[config.mk]
export PLATFORM = sky130hd
export DESIGN_NAME = pull_seq
export DESIGN_NICKNAME = d
export VERILOG_FILES = /design/src/rtl/pull_seq_pkg.sv /design/src/rtl/pull_seq_regs.sv /design/src/rtl/pull_seq_timer.sv /design/src/rtl/pull_seq_bank.sv /design/src/rtl/pull_seq.sv
export SDC_FILE = /design/constraint.sdc
export NUM_CORES = 1
export LEC_CHECK = 0
export CORE_ASPECT_RATIO = 1.4
export CORE_MARGIN = 5
export CORE_UTILIZATION = 50
export CTS_CLUSTER_SIZE = 10
export DETAILED_ROUTE_END_ITERATION = 10
export GPL_ROUTABILITY_DRIVEN = 0
export PLACE_DENSITY = 0.79
export SETUP_SLACK_MARGIN = 0.2
export SLEW_MARGIN = 0
export SYNTH_ARGS = -nofsm -noshare
export SYNTH_HDL_FRONTEND = slang
export SYNTH_SLANG_ARGS = --single-unit
[constraint.sdc]
create_clock -name clk -period 2.46 [get_ports clk]
set_input_delay 0.492 -clock clk [delete_from_list [all_inputs] [get_ports clk]]
set_output_delay 0.492 -clock clk [all_outputs]
set_load 0.005 [all_outputs]
[src/rtl/pull_seq_pkg.sv]
package pull_seq_pkg;

  typedef enum logic [1:0] {
    PULL_OFF  = 2'd0,
    PULL_DOWN = 2'd1,
    PULL_UP   = 2'd2,
    PULL_KEEP = 2'd3
  } pull_code_e;

  function automatic logic code_up(input pull_code_e c);
    return c == PULL_UP;
  endfunction

  function automatic logic code_dn(input pull_code_e c);
    return c == PULL_DOWN;
  endfunction

endpackage

[src/rtl/pull_seq_regs.sv]
module pull_seq_regs
  import pull_seq_pkg::*;
#(
  parameter int NUM_PINS  = 54,
  parameter int ADDR_W    = 8,
  parameter int DATA_W    = 32,
  parameter int CTRL_ADDR = 'h94,
  parameter int STRB_ADDR = 'h98
) (
  input  logic                clk,
  input  logic                rst_n,
  input  logic                bus_valid,
  output logic                bus_ready,
  input  logic                bus_write,
  input  logic [ADDR_W-1:0]   bus_addr,
  input  logic [DATA_W-1:0]   bus_wdata,
  output logic                rd_valid,
  output logic [DATA_W-1:0]   rd_data,
  output pull_code_e          code,
  output logic [NUM_PINS-1:0] strobe,
  output logic                restart
);

  localparam int NUM_BANKS = (NUM_PINS + DATA_W - 1) / DATA_W;
  localparam int BYTES     = DATA_W / 8;
  localparam int PAD_W     = NUM_BANKS * DATA_W - NUM_PINS;

  logic                          ready_q;
  logic                          accept;
  logic                          ctrl_hit;
  logic [NUM_BANKS-1:0]          bank_hit;
  pull_code_e                    code_q;
  logic [NUM_PINS-1:0]           strobe_q;
  logic [NUM_BANKS*DATA_W-1:0]   strobe_pad;
  logic [DATA_W-1:0]             or_chain [NUM_BANKS+1];
  logic [DATA_W-1:0]             rd_next;
  logic                          rd_valid_q;
  logic [DATA_W-1:0]             rd_data_q;

  always_ff @(posedge clk or negedge rst_n) begin
    if (!rst_n) ready_q <= 1'b0;
    else        ready_q <= 1'b1;
  end

  assign bus_ready = ready_q;
  assign accept    = bus_valid && ready_q;
  assign ctrl_hit  = bus_addr == ADDR_W'(CTRL_ADDR);

  genvar gb;
  generate
    for (gb = 0; gb < NUM_BANKS; gb++) begin : g_bank
      assign bank_hit[gb] = bus_addr == ADDR_W'(STRB_ADDR + gb * BYTES);
      assign or_chain[gb+1] = or_chain[gb] |
                              (bank_hit[gb] ? strobe_pad[gb*DATA_W +: DATA_W] : '0);
    end
    if (PAD_W > 0) begin : g_pad
      assign strobe_pad = {{PAD_W{1'b0}}, strobe_q};
    end else begin : g_nopad
      assign strobe_pad = strobe_q;
    end
  endgenerate

  assign or_chain[0] = '0;

  always_ff @(posedge clk or negedge rst_n) begin
    if (!rst_n) code_q <= PULL_OFF;
    else if (accept && bus_write && ctrl_hit) code_q <= pull_code_e'(bus_wdata[1:0]);
  end

  genvar gp;
  generate
    for (gp = 0; gp < NUM_PINS; gp++) begin : g_pin
      localparam int BANK = gp / DATA_W;
      localparam int BIT  = gp % DATA_W;
      always_ff @(posedge clk or negedge rst_n) begin
        if (!rst_n) strobe_q[gp] <= 1'b0;
        else if (accept && bus_write && bank_hit[BANK]) strobe_q[gp] <= bus_wdata[BIT];
      end
    end
  endgenerate

  always_comb begin
    rd_next = or_chain[NUM_BANKS];
    if (ctrl_hit) rd_next = rd_next | DATA_W'(code_q);
  end

  always_ff @(posedge clk or negedge rst_n) begin
    if (!rst_n) begin
      rd_valid_q <= 1'b0;
      rd_data_q  <= '0;
    end else begin
      rd_valid_q <= accept && !bus_write;
      if (accept && !bus_write) rd_data_q <= rd_next;
    end
  end

  assign rd_valid = rd_valid_q;
  assign rd_data  = rd_data_q;
  assign code     = code_q;
  assign strobe   = strobe_q;
  assign restart  = accept && bus_write && (ctrl_hit || (|bank_hit));

  // every accepted read is answered on the next cycle
  p_read_answer_r9: assert property (@(posedge clk) disable iff (!rst_n)
    (bus_valid && bus_ready && !bus_write) |=> rd_valid);
  // no answer without a request
  p_read_origin_r9: assert property (@(posedge clk) disable iff (!rst_n)
    rd_valid |-> $past(bus_valid && bus_ready && !bus_write));

endmodule

[src/rtl/pull_seq_timer.sv]
module pull_seq_timer #(
  parameter int HOLD_CYCLES = 150
) (
  input  logic clk,
  input  logic rst_n,
  input  logic restart,
  output logic mature
);

  localparam int CNT_W = $clog2(HOLD_CYCLES + 1);

  logic [CNT_W-1:0] cnt_q;

  always_ff @(posedge clk or negedge rst_n) begin
    if (!rst_n)                               cnt_q <= '0;
    else if (restart)                         cnt_q <= '0;
    else if (cnt_q != CNT_W'(HOLD_CYCLES))    cnt_q <= cnt_q + 1'b1;
  end

  assign mature = cnt_q == CNT_W'(HOLD_CYCLES);

  // a register write always clears a matured window
  p_restart_r8: assert property (@(posedge clk) disable iff (!rst_n)
    restart |=> !mature);

endmodule

[src/rtl/pull_seq_bank.sv]
module pull_seq_bank
  import pull_seq_pkg::*;
#(
  parameter int         NUM_PINS   = 54,
  parameter pull_code_e RESET_CODE = PULL_OFF
) (
  input  logic                clk,
  input  logic                rst_n,
  input  pull_code_e          code,
  input  logic [NUM_PINS-1:0] strobe,
  input  logic                mature,
  output logic [NUM_PINS-1:0] up_en,
  output logic [NUM_PINS-1:0] dn_en
);

  logic load_ok;
  assign load_ok = mature && (code != PULL_KEEP);

  genvar gp;
  generate
    for (gp = 0; gp < NUM_PINS; gp++) begin : g_pin
      always_ff @(posedge clk or negedge rst_n) begin
        if (!rst_n) begin
          up_en[gp] <= code_up(RESET_CODE);
          dn_en[gp] <= code_dn(RESET_CODE);
        end else if (load_ok && strobe[gp]) begin
          up_en[gp] <= code_up(code);
          dn_en[gp] <= code_dn(code);
        end
      end

      // an unstrobed pin holds its setting
      p_unstrobed_r7: assert property (@(posedge clk) disable iff (!rst_n)
        !$past(strobe[gp]) |-> $stable({up_en[gp], dn_en[gp]}));
    end
  endgenerate

  // the two enables of a pin are never on together
  p_exclusive_r4: assert property (@(posedge clk) disable iff (!rst_n)
    (up_en & dn_en) == '0);
  // reserved code never moves a setting
  p_keep_r5: assert property (@(posedge clk) disable iff (!rst_n)
    ($past(code) == PULL_KEEP) |-> $stable({up_en, dn_en}));
  // settings change only after a matured hold window
  p_matured_r6: assert property (@(posedge clk) disable iff (!rst_n)
    !$stable({up_en, dn_en}) |-> $past(mature));

endmodule

[src/rtl/pull_seq.sv]
module pull_seq
  import pull_seq_pkg::*;
#(
  parameter int         NUM_PINS    = 54,
  parameter int         HOLD_CYCLES = 150,
  parameter int         ADDR_W      = 8,
  parameter int         DATA_W      = 32,
  parameter int         CTRL_ADDR   = 'h94,
  parameter int         STRB_ADDR   = 'h98,
  parameter pull_code_e RESET_CODE  = PULL_OFF
) (
  input  logic                clk,
  input  logic                rst_n,
  input  logic                bus_valid,
  output logic                bus_ready,
  input  logic                bus_write,
  input  logic [ADDR_W-1:0]   bus_addr,
  input  logic [DATA_W-1:0]   bus_wdata,
  output logic                rd_valid,
  output logic [DATA_W-1:0]   rd_data,
  output logic [NUM_PINS-1:0] pull_up_en,
  output logic [NUM_PINS-1:0] pull_dn_en
);

  pull_code_e          code;
  logic [NUM_PINS-1:0] strobe;
  logic                restart;
  logic                mature;

  pull_seq_regs #(
    .NUM_PINS (NUM_PINS),
    .ADDR_W   (ADDR_W),
    .DATA_W   (DATA_W),
    .CTRL_ADDR(CTRL_ADDR),
    .STRB_ADDR(STRB_ADDR)
  ) u_regs (
    .clk      (clk),
    .rst_n    (rst_n),
    .bus_valid(bus_valid),
    .bus_ready(bus_ready),
    .bus_write(bus_write),
    .bus_addr (bus_addr),
    .bus_wdata(bus_wdata),
    .rd_valid (rd_valid),
    .rd_data  (rd_data),
    .code     (code),
    .strobe   (strobe),
    .restart  (restart)
  );

  pull_seq_timer #(
    .HOLD_CYCLES(HOLD_CYCLES)
  ) u_timer (
    .clk    (clk),
    .rst_n  (rst_n),
    .restart(restart),
    .mature (mature)
  );

  pull_seq_bank #(
    .NUM_PINS  (NUM_PINS),
    .RESET_CODE(RESET_CODE)
  ) u_bank (
    .clk   (clk),
    .rst_n (rst_n),
    .code  (code),
    .strobe(strobe),
    .mature(mature),
    .up_en (pull_up_en),
    .dn_en (pull_dn_en)
  );

endmodule

# After elaboration in Yosys (flattened, before gate mapping)
# Cells that the tools add are included.
# word_totals
reg_bits,206
latch_bits,0
mem_bits_rw,0
romBits,0
input_bits,44
out_inout_bits,142
wordCells,249
n_memories,0
# op_classes
add_sub_neg,1
mul,0
n_div,0
order_cmp,0
n_eq_ne,8
shift,0
muxes,5
bitwise,2
reduce_logical,66
# op_table
cell,n
$mux 32,2
$logic_and 1x1->1,62
$eq 8x8->1 const B,4
$or 32x2->32,1
$or 32x32->32,1
$mux 22,1
$mux 8,2
$add 8x1->8 const B,1
$ne 8x8->1 const B,1
$eq 2x1->1 const B,1
$eq 2x2->1 const B,1
$ne 2x2->1 const B,1
$reduce_bool 2->1,1
$reduce_or 2->1,1
$logic_not 1->1,1
$logic_or 1x1->1,1

# Depth between registers and ports, before layout
# Gate-level depths: netlist of the first run.
# logic_depth
word_depth,5
ltp_mapped,6
depth_no_buf,5

# Cells and area by module
# A second synthesis of the first run with hierarchy kept.
# unflattened
cells_unflattened,716
hier_area_um2,8738.4
# by_module_without_submodules
module,n_inst,cells_each,area_per_inst_um2,seq_area_each_um2
pull_seq_bank,1,400,4644.5,2702.6
pull_seq_regs,1,273,3658.5,2252.2
pull_seq_timer,1,43,435.4,200.2

# Worst setup path after synthesis of the first run
# No wires, ideal clock.
# synth_timing
path_kind,input to register
start,input bus_addr[1]
end,"register u_regs.strobe_q[32], in the netlist u_regs.strobe[32]"
setup_ns,0.125
t_arrival_ns,1.942
required_time_ns,2.335
slack_ns,0.393
stages,4
path_buffers,1
cell_sequence,or4b_4 -> nor4_4 -> buf_6 -> mux2_2
# synth_via
elab_chain_len,2
# synth_lines
element,line_no,rtl
from (decl),pull_seq.sv:17,"input logic [ADDR_W-1:0] bus_addr,"
$eq 8x8->1,pull_seq_regs.sv:52,assign bank_hit[gb] = bus_addr == ADDR_W'(STRB_ADDR + gb * BYTES);
$logic_and 1x1->1,pull_seq_regs.sv:77,else if (accept && bus_write && bank_hit[BANK]) strobe_q[gp] <= bus_wdata[BIT];
"to (signal, indexed assignment)",pull_seq_regs.sv:77,
to (decl),pull_seq_regs.sv:33,logic [NUM_PINS-1:0] strobe_q;
# Every way passes these cells.
# A chain may end at the register's enable or synchronous reset.

# Worst setup path after layout of the first run
# layout_timing
start,input bus_addr[1]
end,"register u_regs.strobe_q[53], in the netlist u_regs.strobe[53]"
# Same word-level chain as after synthesis.

==> results of run 1 <==
[worst paths after layout]
kind                                    from                end  slack [ps]
setup reg to reg            u_timer.cnt_q[0]   u_bank.up_en[50]         520
hold reg to reg            u_regs.rd_data[9]  u_regs.rd_data[9]         480
max in group asynchronous              rst_n  u_regs.strobe[40]        1180
setup / recovery                 bus_addr[1]  u_regs.strobe[53]         360
hold / removal             u_regs.rd_data[9]  u_regs.rd_data[9]         480
min in group asynchronous              rst_n   u_bank.up_en[32]         520
[what timing repair did]
item / 4_1_cts / 5_1_grt
setup buffers: 0 / 0
hold buffers: 1 / 0
endpoints found under the hold margin: 55 / 0
[metal layers]
layer  vias to the layer above  GRT usage  wire, um
li1                       2614          -         -
met3                        43     0.0424      1220
met1                      3070      0.266      8160
met4                         0     0.0761       656
met5                         -          0         0
met2                       185      0.432     12400
[cell families (layout without fill, tap and decap cells)]
group	after synthesis	in the layout	share of synthesized area
AOI/OAI and AO/OA	42	42	0.0324
buffers and inverters	49	246	0.0235
other	1	1	0.000443
DFF	206	206	0.609
adders and majority gates	2	2	0.00296
muxes	186	186	0.244
xor gates and xnor gates	2	2	0.00207
and+or+nand+nor	120	120	0.0853
[final cells by class]
cell class	count	area (sq um)	share of cell area
Clock buffer	25	626	0.0550
Inverter	4	15.0	0.00132
Sequential cell	206	5150	0.453
Multi-Input combinational cell	353	3130	0.275
Timing Repair Buffer	216	2160	0.190
Tap cell	203	254	0.0223
Clock inverter	1	30.0	0.00264
[placed cells by master (no fill, tap or decap), drive strengths merged, types with 3 or more instances in the layout]
cell | Yosys | routed
buf | 6 | 31
or3 | 3 | 3
clkdlybuf4s50 | 0 | 183
nand3 | 8 | 8
mux2 | 164 | 164
o21ai | 23 | 23
a32o | 10 | 10
nor3 | 3 | 3
nand2 | 25 | 25
clkbuf | 39 | 26
nand4 | 60 | 60
dfrtp | 206 | 206
a21oi | 5 | 5
inv | 4 | 4
nor2b | 4 | 4
mux2i | 22 | 22
[sequential cells by signal, summed over array words and instances (netlist names)]
name / count
u_bank.dn_en: 54
u_bank.up_en: 54
u_regs.strobe: 54
u_regs.rd_data: 32
u_timer.cnt_q: 8
u_regs.code: 2
u_regs.bus_ready: 1
u_regs.rd_valid: 1
[cell usage after synthesis, types with 3 or more instances]
library cell / n / area, sq um
buf_1: 4 / 15.0
nor2b_1: 4 / 25.0
mux2i_1: 22 / 220
or3_1: 3 / 18.8
nand4_1: 60 / 375
o21ai_0: 23 / 115
dfrtp_1: 206 / 5150
clkbuf_1: 39 / 146
a32o_1: 10 / 100
a21oi_1: 5 / 25.0
mux2_2: 163 / 1840
nand2_1: 25 / 93.8
inv_1: 4 / 15.0
nand3_1: 8 / 40.0
[critical path: stages]
cell             delay [ps]
clkdlybuf4s50_1         430
or4b_4                  590
nor4_4                  390
buf_4                   240
mux2_2                  340
[through the flow]
stage	std cells	setup slack [ps]	util	setup TNS [ps]	power [W]
after floorplan	608	393	-	0	0.00383
after global placement	981	-142	0.642	-2780	0.00410
after detailed placement	981	-156	0.642	-2840	0.00413
after CTS	1008	364	0.682	0	0.00725
after global routing	1008	342	0.682	0	0.00746
final	1008	357	0.682	0	0.00718
[power groups by stage]
stage               Clock [W]  Combinational [W]  Sequential, W
floorplan                   0           0.000250        0.00358
global placement            0           0.000507        0.00360
detailed placement          0           0.000527        0.00360
CTS                   0.00317           0.000532        0.00355
global route          0.00332           0.000582        0.00356
finish                0.00310           0.000529        0.00355
==> metrics.csv, run 1 <==
metric;value;unit
sequential area share after synthesis;0.609;
DP Wirelength;15600;um
CTS tree;yes;
status;finished clean;
Post-synth EDFFs;0;
layout cells sized above 1;0.286;
# Max-Cap Violations;0;
final worst-path cycle share;0.855;
critical path class;input pin to flop;
part of the power in combinational logic;0.074;
initial antenna violation count;0;
die span in x;120;um
switching share of power;0.229;
syn_area_per_cell;13.9;sq um
Slew Limit Fails;0;
Row Count;56;
Layout Skew;5.66;ps
clock root buffer;clkbuf_16;
Max Buffers Root-to-Sink;3;
Top Ports;186;
synthesized cell area;8460;sq um
gr usage total;0.231;
Final setup viols;0;
synth warn;0;
Synth cell types;38;
leakage;5.31;nW
Initial Util;0.508;
insertion delay to the later sink of the worst-skew pair;500;ps
remaining antenna violation count;0;
minimum clock period after layout;2100;ps
CTS Buf Count;24;
area growth from synthesis to layout;34.4;%
net switching power;0.00164;W
WHS Path Cells;2;
Worst EP required;2840;ps
RSZ-0062 raised after global routing;no;
Cell Int Power;0.00554;W
die area;19700;sq um
Die H;164;um
Worst Path Max Fanout;7;
total wire length;22400;um
Peak VDD IR;0.584;mV
core area;16700;sq um
Least-Margin Pin Slew;513;ps
hold slack;477;ps
clk sinks;206;
# fillers;1189;
crit end category;flop;
net count after synthesis;654;
PwrDens;631;nW/um^2
Flop pwr share;0.495;
vias in the first global route;6593;
worst hold path class;flop to flop;
first-pass GRT wire length;36100;um
asr flop ratio synth;1.00;
Clock power frac;0.432;
Slew Limit Headroom;0.657;
Vias/cell;5.87;
FF-to-FF path depth;6;
DR iter-0 viols;352;
CTS H-tree lvls;1;
1st-pass router iterations;4;
Final Hold Fails;0;
placed cell areas;10700;sq um
fmax;475;MHz
ys flop type;dfrtp_1;
post-synthesis cell count;608;
startpoint types;input pin;
PortBufs;185;
total grt overflow;0;
# diodes;0;
WL per Instance;22.3;um
Yosys reg bits;206;
Nets;851;
Non-Filler Cell Area, Final;11400;sq um
vias;5912;
crit path DAT;2490;ps
DRC violations left;0;
largest net degree at the start of global routing;66;
clock slew at reported path FFs;50;ps
# resized after CTS;0;
Note: power is estimated with default switching activity, not from simulation.
==> run 2, diff against run 1 <==
--- a/config.mk
+++ b/config.mk
@@ -8,6 +8,7 @@
 export CORE_ASPECT_RATIO = 1.4
 export CORE_MARGIN = 5
 export CORE_UTILIZATION = 50
+export CTS_BUF_LIST = sky130_fd_sc_hd__clkbuf_16
 export CTS_CLUSTER_SIZE = 10
 export DETAILED_ROUTE_END_ITERATION = 10
 export GPL_ROUTABILITY_DRIVEN = 0
==> results of run 2 <==
The final DEF is identical to that of run 1; final timing and power are the same.
